File: src/rtl/swf_pkg.sv
package swf_pkg;
    localparam int WIN_COLS = 3;

    typedef enum logic [1:0] {
        S_EMPTY = 2'd0,
        S_ONE   = 2'd1,
        S_TWO   = 2'd2,
        S_FULL  = 2'd3
    } fill_state_t;
endpackage

File: src/rtl/swf_fill_fsm.sv
module swf_fill_fsm
    import swf_pkg::*;
(
    input  logic        clk,
    input  logic        rst_n,
    input  logic        in_valid,
    input  logic        row_start,
    output fill_state_t state,
    output logic        fire
);
    fill_state_t next_state;

    always_comb begin
        next_state = state;
        if (row_start) begin
            next_state = in_valid ? S_ONE : S_EMPTY;
        end else if (in_valid) begin
            unique case (state)
                S_EMPTY: next_state = S_ONE;
                S_ONE:   next_state = S_TWO;
                S_TWO:   next_state = S_FULL;
                S_FULL:  next_state = S_FULL;
                default: next_state = S_EMPTY;
            endcase
        end
    end

    always_ff @(posedge clk or negedge rst_n) begin
        if (!rst_n) state <= S_EMPTY;
        else        state <= next_state;
    end

    always_comb begin
        fire = 1'b0;
        unique case (state)
            S_EMPTY: fire = 1'b0;
            S_ONE:   fire = 1'b0;
            S_TWO:   fire = in_valid && !row_start;
            S_FULL:  fire = in_valid && !row_start;
            default: fire = 1'b0;
        endcase
    end


    fill_empty_step_chk: assert property (@(posedge clk) disable iff (!rst_n)
        (state == S_EMPTY && in_valid && !row_start) |=> state == S_ONE);

    fill_idle_hold_chk: assert property (@(posedge clk) disable iff (!rst_n)
        (!in_valid && !row_start) |=> $stable(state));

    fill_flush_chk: assert property (@(posedge clk) disable iff (!rst_n)
        row_start |=> (state == S_EMPTY || state == S_ONE));
endmodule

File: src/rtl/swf_col_history.sv
module swf_col_history #(
    parameter int COL_W = 12
) (
    input  logic             clk,
    input  logic             rst_n,
    input  logic             shift_en,
    input  logic             flush,
    input  logic [COL_W-1:0] in_col,
    output logic [COL_W-1:0] col_old,
    output logic [COL_W-1:0] col_prev
);
    always_ff @(posedge clk or negedge rst_n) begin
        if (!rst_n) begin
            col_old  <= '0;
            col_prev <= '0;
        end else if (flush) begin
            col_old  <= '0;
            col_prev <= shift_en ? in_col : '0;
        end else if (shift_en) begin
            col_old  <= col_prev;
            col_prev <= in_col;
        end
    end


    hist_hold_chk: assert property (@(posedge clk) disable iff (!rst_n)
        (!shift_en && !flush) |=> ($stable(col_old) && $stable(col_prev)));

    hist_shift_chk: assert property (@(posedge clk) disable iff (!rst_n)
        (shift_en && !flush) |=> col_old == $past(col_prev));
endmodule

File: src/rtl/swf_broadcast.sv
module swf_broadcast #(
    parameter int WIN_W     = 36,
    parameter int NUM_PORTS = 4
) (
    input  logic                       clk,
    input  logic                       rst_n,
    input  logic                       fire,
    input  logic [WIN_W-1:0]           window,
    output logic [NUM_PORTS-1:0]       port_valid,
    output logic [NUM_PORTS*WIN_W-1:0] port_data
);
    for (genvar p = 0; p < NUM_PORTS; p++) begin : g_port
        always_ff @(posedge clk or negedge rst_n) begin
            if (!rst_n) begin
                port_valid[p]                 <= 1'b0;
                port_data[p*WIN_W +: WIN_W]   <= '0;
            end else begin
                port_valid[p] <= fire;
                if (fire) port_data[p*WIN_W +: WIN_W] <= window;
            end
        end


        port_match_chk: assert property (@(posedge clk) disable iff (!rst_n)
            (port_valid[p] == port_valid[0]) &&
            (port_data[p*WIN_W +: WIN_W] == port_data[0 +: WIN_W]));
    end
endmodule

File: src/rtl/sw_window_feed.sv
module sw_window_feed
    import swf_pkg::*;
#(
    parameter int PIX_W     = 4,
    parameter int ROWS      = 3,
    parameter int NUM_PORTS = 4
) (
    input  logic                                    clk,
    input  logic                                    rst_n,
    input  logic                                    in_valid,
    input  logic                                    row_start,
    input  logic [ROWS*PIX_W-1:0]                   in_col,
    output logic [NUM_PORTS-1:0]                    win_valid,
    output logic [NUM_PORTS*WIN_COLS*ROWS*PIX_W-1:0] win_data
);
    localparam int COL_W = ROWS * PIX_W;
    localparam int WIN_W = WIN_COLS * COL_W;

    fill_state_t      state;
    logic             fire;
    logic [COL_W-1:0] col_old;
    logic [COL_W-1:0] col_prev;
    logic [WIN_W-1:0] window;

    swf_fill_fsm u_fsm (
        .clk       (clk),
        .rst_n     (rst_n),
        .in_valid  (in_valid),
        .row_start (row_start),
        .state     (state),
        .fire      (fire)
    );

    swf_col_history #(.COL_W(COL_W)) u_hist (
        .clk      (clk),
        .rst_n    (rst_n),
        .shift_en (in_valid),
        .flush    (row_start),
        .in_col   (in_col),
        .col_old  (col_old),
        .col_prev (col_prev)
    );

    assign window = {in_col, col_prev, col_old};

    swf_broadcast #(.WIN_W(WIN_W), .NUM_PORTS(NUM_PORTS)) u_bcast (
        .clk        (clk),
        .rst_n      (rst_n),
        .fire       (fire),
        .window     (window),
        .port_valid (win_valid),
        .port_data  (win_data)
    );


    idle_no_valid_chk: assert property (@(posedge clk) disable iff (!rst_n)
        !in_valid |=> !win_valid[0]);

    idle_data_hold_chk: assert property (@(posedge clk) disable iff (!rst_n)
        !in_valid |=> $stable(win_data));

    flush_no_window_chk: assert property (@(posedge clk) disable iff (!rst_n)
        row_start |=> !win_valid[0]);

    newest_col_chk: assert property (@(posedge clk) disable iff (!rst_n)
        win_valid[0] |-> win_data[2*COL_W +: COL_W] == $past(in_col));

    slide_overlap_chk: assert property (@(posedge clk) disable iff (!rst_n)
        (win_valid[0] && $past(win_valid[0])) |->
        win_data[COL_W +: COL_W] == $past(win_data[2*COL_W +: COL_W]));
endmodule

File: config.mk
export PLATFORM = sky130hd
export DESIGN_NAME = sw_window_feed
export DESIGN_NICKNAME = d
export VERILOG_FILES = /design/src/rtl/swf_pkg.sv /design/src/rtl/swf_fill_fsm.sv /design/src/rtl/swf_col_history.sv /design/src/rtl/swf_broadcast.sv /design/src/rtl/sw_window_feed.sv
export SDC_FILE = /design/constraint.sdc
export NUM_CORES = 1
export LEC_CHECK = 0
export ABC_AREA = 1
export ABC_CLOCK_PERIOD_IN_PS = 2100
export BUFFER_PORTS_ARGS = -buffer_cell sky130_fd_sc_hd__buf_2
export CAP_MARGIN = 20
export CORE_ASPECT_RATIO = 2
export CORE_MARGIN = 10
export CORE_UTILIZATION = 50
export DETAILED_ROUTE_END_ITERATION = 10
export MAX_ROUTING_LAYER = met4
export PLACE_DENSITY = 0.86
export SYNTH_ARGS = -nofsm -noshare
export SYNTH_HDL_FRONTEND = slang
export SYNTH_SLANG_ARGS = --single-unit
File: constraint.sdc
create_clock -name clk -period 2.1 [get_ports clk]
set_input_delay 0.21 -clock clk [delete_from_list [all_inputs] [get_ports clk]]
set_output_delay 0.21 -clock clk [all_outputs]
set_load 0.05 [all_outputs]
==> impl_results.md <==
- Worst-path maximum fanout: 5
- Cell area after synthesis: 0.00334 mm2
- GP Congestion: 0.832
- Clk_skew: 4.51 ps
- Diode count: 0
- H-Tree Depth: 3
- Initial Util: 50.9%
- DRC violation count after routing: 0
- Maximum clock frequency: 802 MHz
- FF+latch count, synth: 63
- Vias in the first global route: 2601
- TNS Setup: 0 ps
- FP Rows: 42
- Largest net degree at the start of global routing: 43
- Cell area power density: 1600 mW/mm2
- Drt total wl: 8510 um
- CTS tree: yes
- Crit-path cells: buf_2
- Routed Antenna Nets: 0
- Final period utilization: 59.4%
- Drt pass-1 iters: 4
- Number of distinct library cells after synthesis: 14
- Register Area: 0.00158 mm2
- Drt via density: 4.83
- Syn Nets: 403
- FILL cells: 578
- Avg WL per Cell: 15.9 um
- Via count: 2581
- Slowest stage cell, crit path: dfrtp_1
- Buffers plus inverters on the worst setup path: 1
- Die area: 0.0106 mm2
- CTS max path bufs: 2
- Max-slew violations: 0
- Post-layout util: 56.4%
- Actual slew at the worst max-slew pin: 442 ps
- Mapped Avg Cell Area: 8.64 um2
- Crit path time final: 1250 ps
- Max incr delay on CP: 410 ps
- Core area: 0.00657 mm2
- Setup-failing EPs final: 0
- Sequential area share after synthesis: 47.2%
- Share of layout cells above drive strength 1: 42.6%
- Worst EP required: 1890 ps
- Worst path arrival time: 1040 ps
- Placed inst area: 0.00342 mm2
- Root Driver: clkbuf_16
- Critical Path End Type: output pin
- I/O Pins: 164
- Final Hold Vio Count: 0
- Clk_lat worst skew: 330 ps
- Commonest non-fill, non-tap cell in the layout: buf_2
- Worst setup SP type: flip-flop
- Overall fraction of global-route tracks in use: 16.3%
- Post-DP HPWL: 6540 um
- Port Buf Inserts: 163
- Area delta synth->final: 10.8%
- Post-route cell area: 0.00370 mm2
- Hold_buf cts: 1
- Post-CTS Setup Inserts: 0
- Die height: 136 um
- Synthesized instance count: 387
- Leakage: 2.34 nW
- Post-cts resize count: 0
- Synth warn: 0
- Setup CP Type: reg -> out
- NumNets Final: 457
- Worst flop-to-flop path startpoint: u_fsm.state[1]
- CP startpoint: u_bcast.port_data[94]
- First-pass GRT wire length: 13500 um
- Gr ovfl total: 0
- Commonest non-fill, non-tap cells in the layout: 163 x buf_2, 143 x nand2_1, 63 x dfrtp_1
- Top Family by Delay on Critical Path: flip-flops
- Initial antenna violation count: 0
- Slew headroom: 70.6%
- Maxcap violations: 0
- Area of the multi-input gates: 820 um2
- Die width: 77.8 um
- Clock Sinks: 63
- Hold Crit Class: in -> reg
- RSZ-0062 raised after global routing: false
- Worst hold slack: 101 ps
- Initial DRC count: 229
- Outcome: finished, final reports clean
- Total CTS buffers: 9
- Worst vdd ir: 1.08 mV
- Hold path start: in_col[4]
- Worst-path clk slew: 50 ps
-- per-layer routing --
| layer | track usage, % | routed length (um) | vias to the layer above |
|---|---|---|---|
| met3 | 5.05 | 667 | 16 |
| met2 | 28.5 | 4740 | 122 |
| met5 | - | 0 | - |
| met4 | 7.55 | 217 | 0 |
| met1 | 15.9 | 2890 | 1218 |
| li1 | - | - | 1225 |
-- stage by stage --
stage / total power [mW] / cells / worst slack [ps]
after CTS: 5.99 / 534 / 846
after floorplan: 4.51 / 387 / 950
after detailed placement: 4.64 / 517 / 874
final: 5.94 / 534 / 853
after global placement: 4.61 / 517 / 914
after global routing: 6.17 / 534 / 808
-- state kept, by name (all words and copies together) (netlist names) --
name                count
u_bcast.port_data      36
u_hist.col_old         12
u_hist.col_prev        12
u_fsm.state             2
u_bcast.port_valid      1
-- cell usage after synthesis --
library cell,count,area [um2]
nand2_1,143,537
buf_4,114,856
dfrtp_1,63,1580
nand4_1,36,225
buf_2,12,60.1
clkbuf_1,4,15.0
nand3_1,4,20.0
inv_1,3,11.3
nor2_1,3,11.3
a21oi_1,1,5.00
inv_2,1,3.75
nand3_2,1,10.0
nor2_2,1,6.26
o21ai_0,1,5.00
-- cell families (layout without fill, tap and decap cells) --
logic type	Yosys count	in the layout	share of synthesized area, %
and+or+nand+nor	188	188	24.2
buffers and inverters	134	193	28.3
DFF	63	63	47.2
AOI/OAI and AO/OA	2	2	0.299
-- cell type report --
type | instances | area share (%)
clock buffer | 12 | 6.93
clock inverter | 4 | 0.541
inverter | 4 | 0.405
multi-input combinational | 190 | 22.1
sequential | 63 | 42.6
tap | 88 | 2.97
timing repair buffer | 173 | 24.5
-- power breakdown --
part | switching (mW) | internal, mW
clock | 0.498 | 0.853
sequential | 0.187 | 1.39
combinational | 2.53 | 0.483
total | 3.21 | 2.73
-- path summary, 6_finish.rpt --
path | endpoint | slack, ps | cells past startpoint
max | win_data[22] | 850 | 1
min | u_hist.col_prev[4] | 100 | 3
max reg2reg | u_fsm.state[1] | 960 | 3
min reg2reg | u_hist.col_old[6] | 470 | 2
max in group asynchronous | u_fsm.state[0] | 1120 | 3
min in group asynchronous | u_hist.col_old[8] | 360 | 2
No activity file was read; power rests on OpenSTA's default activity.
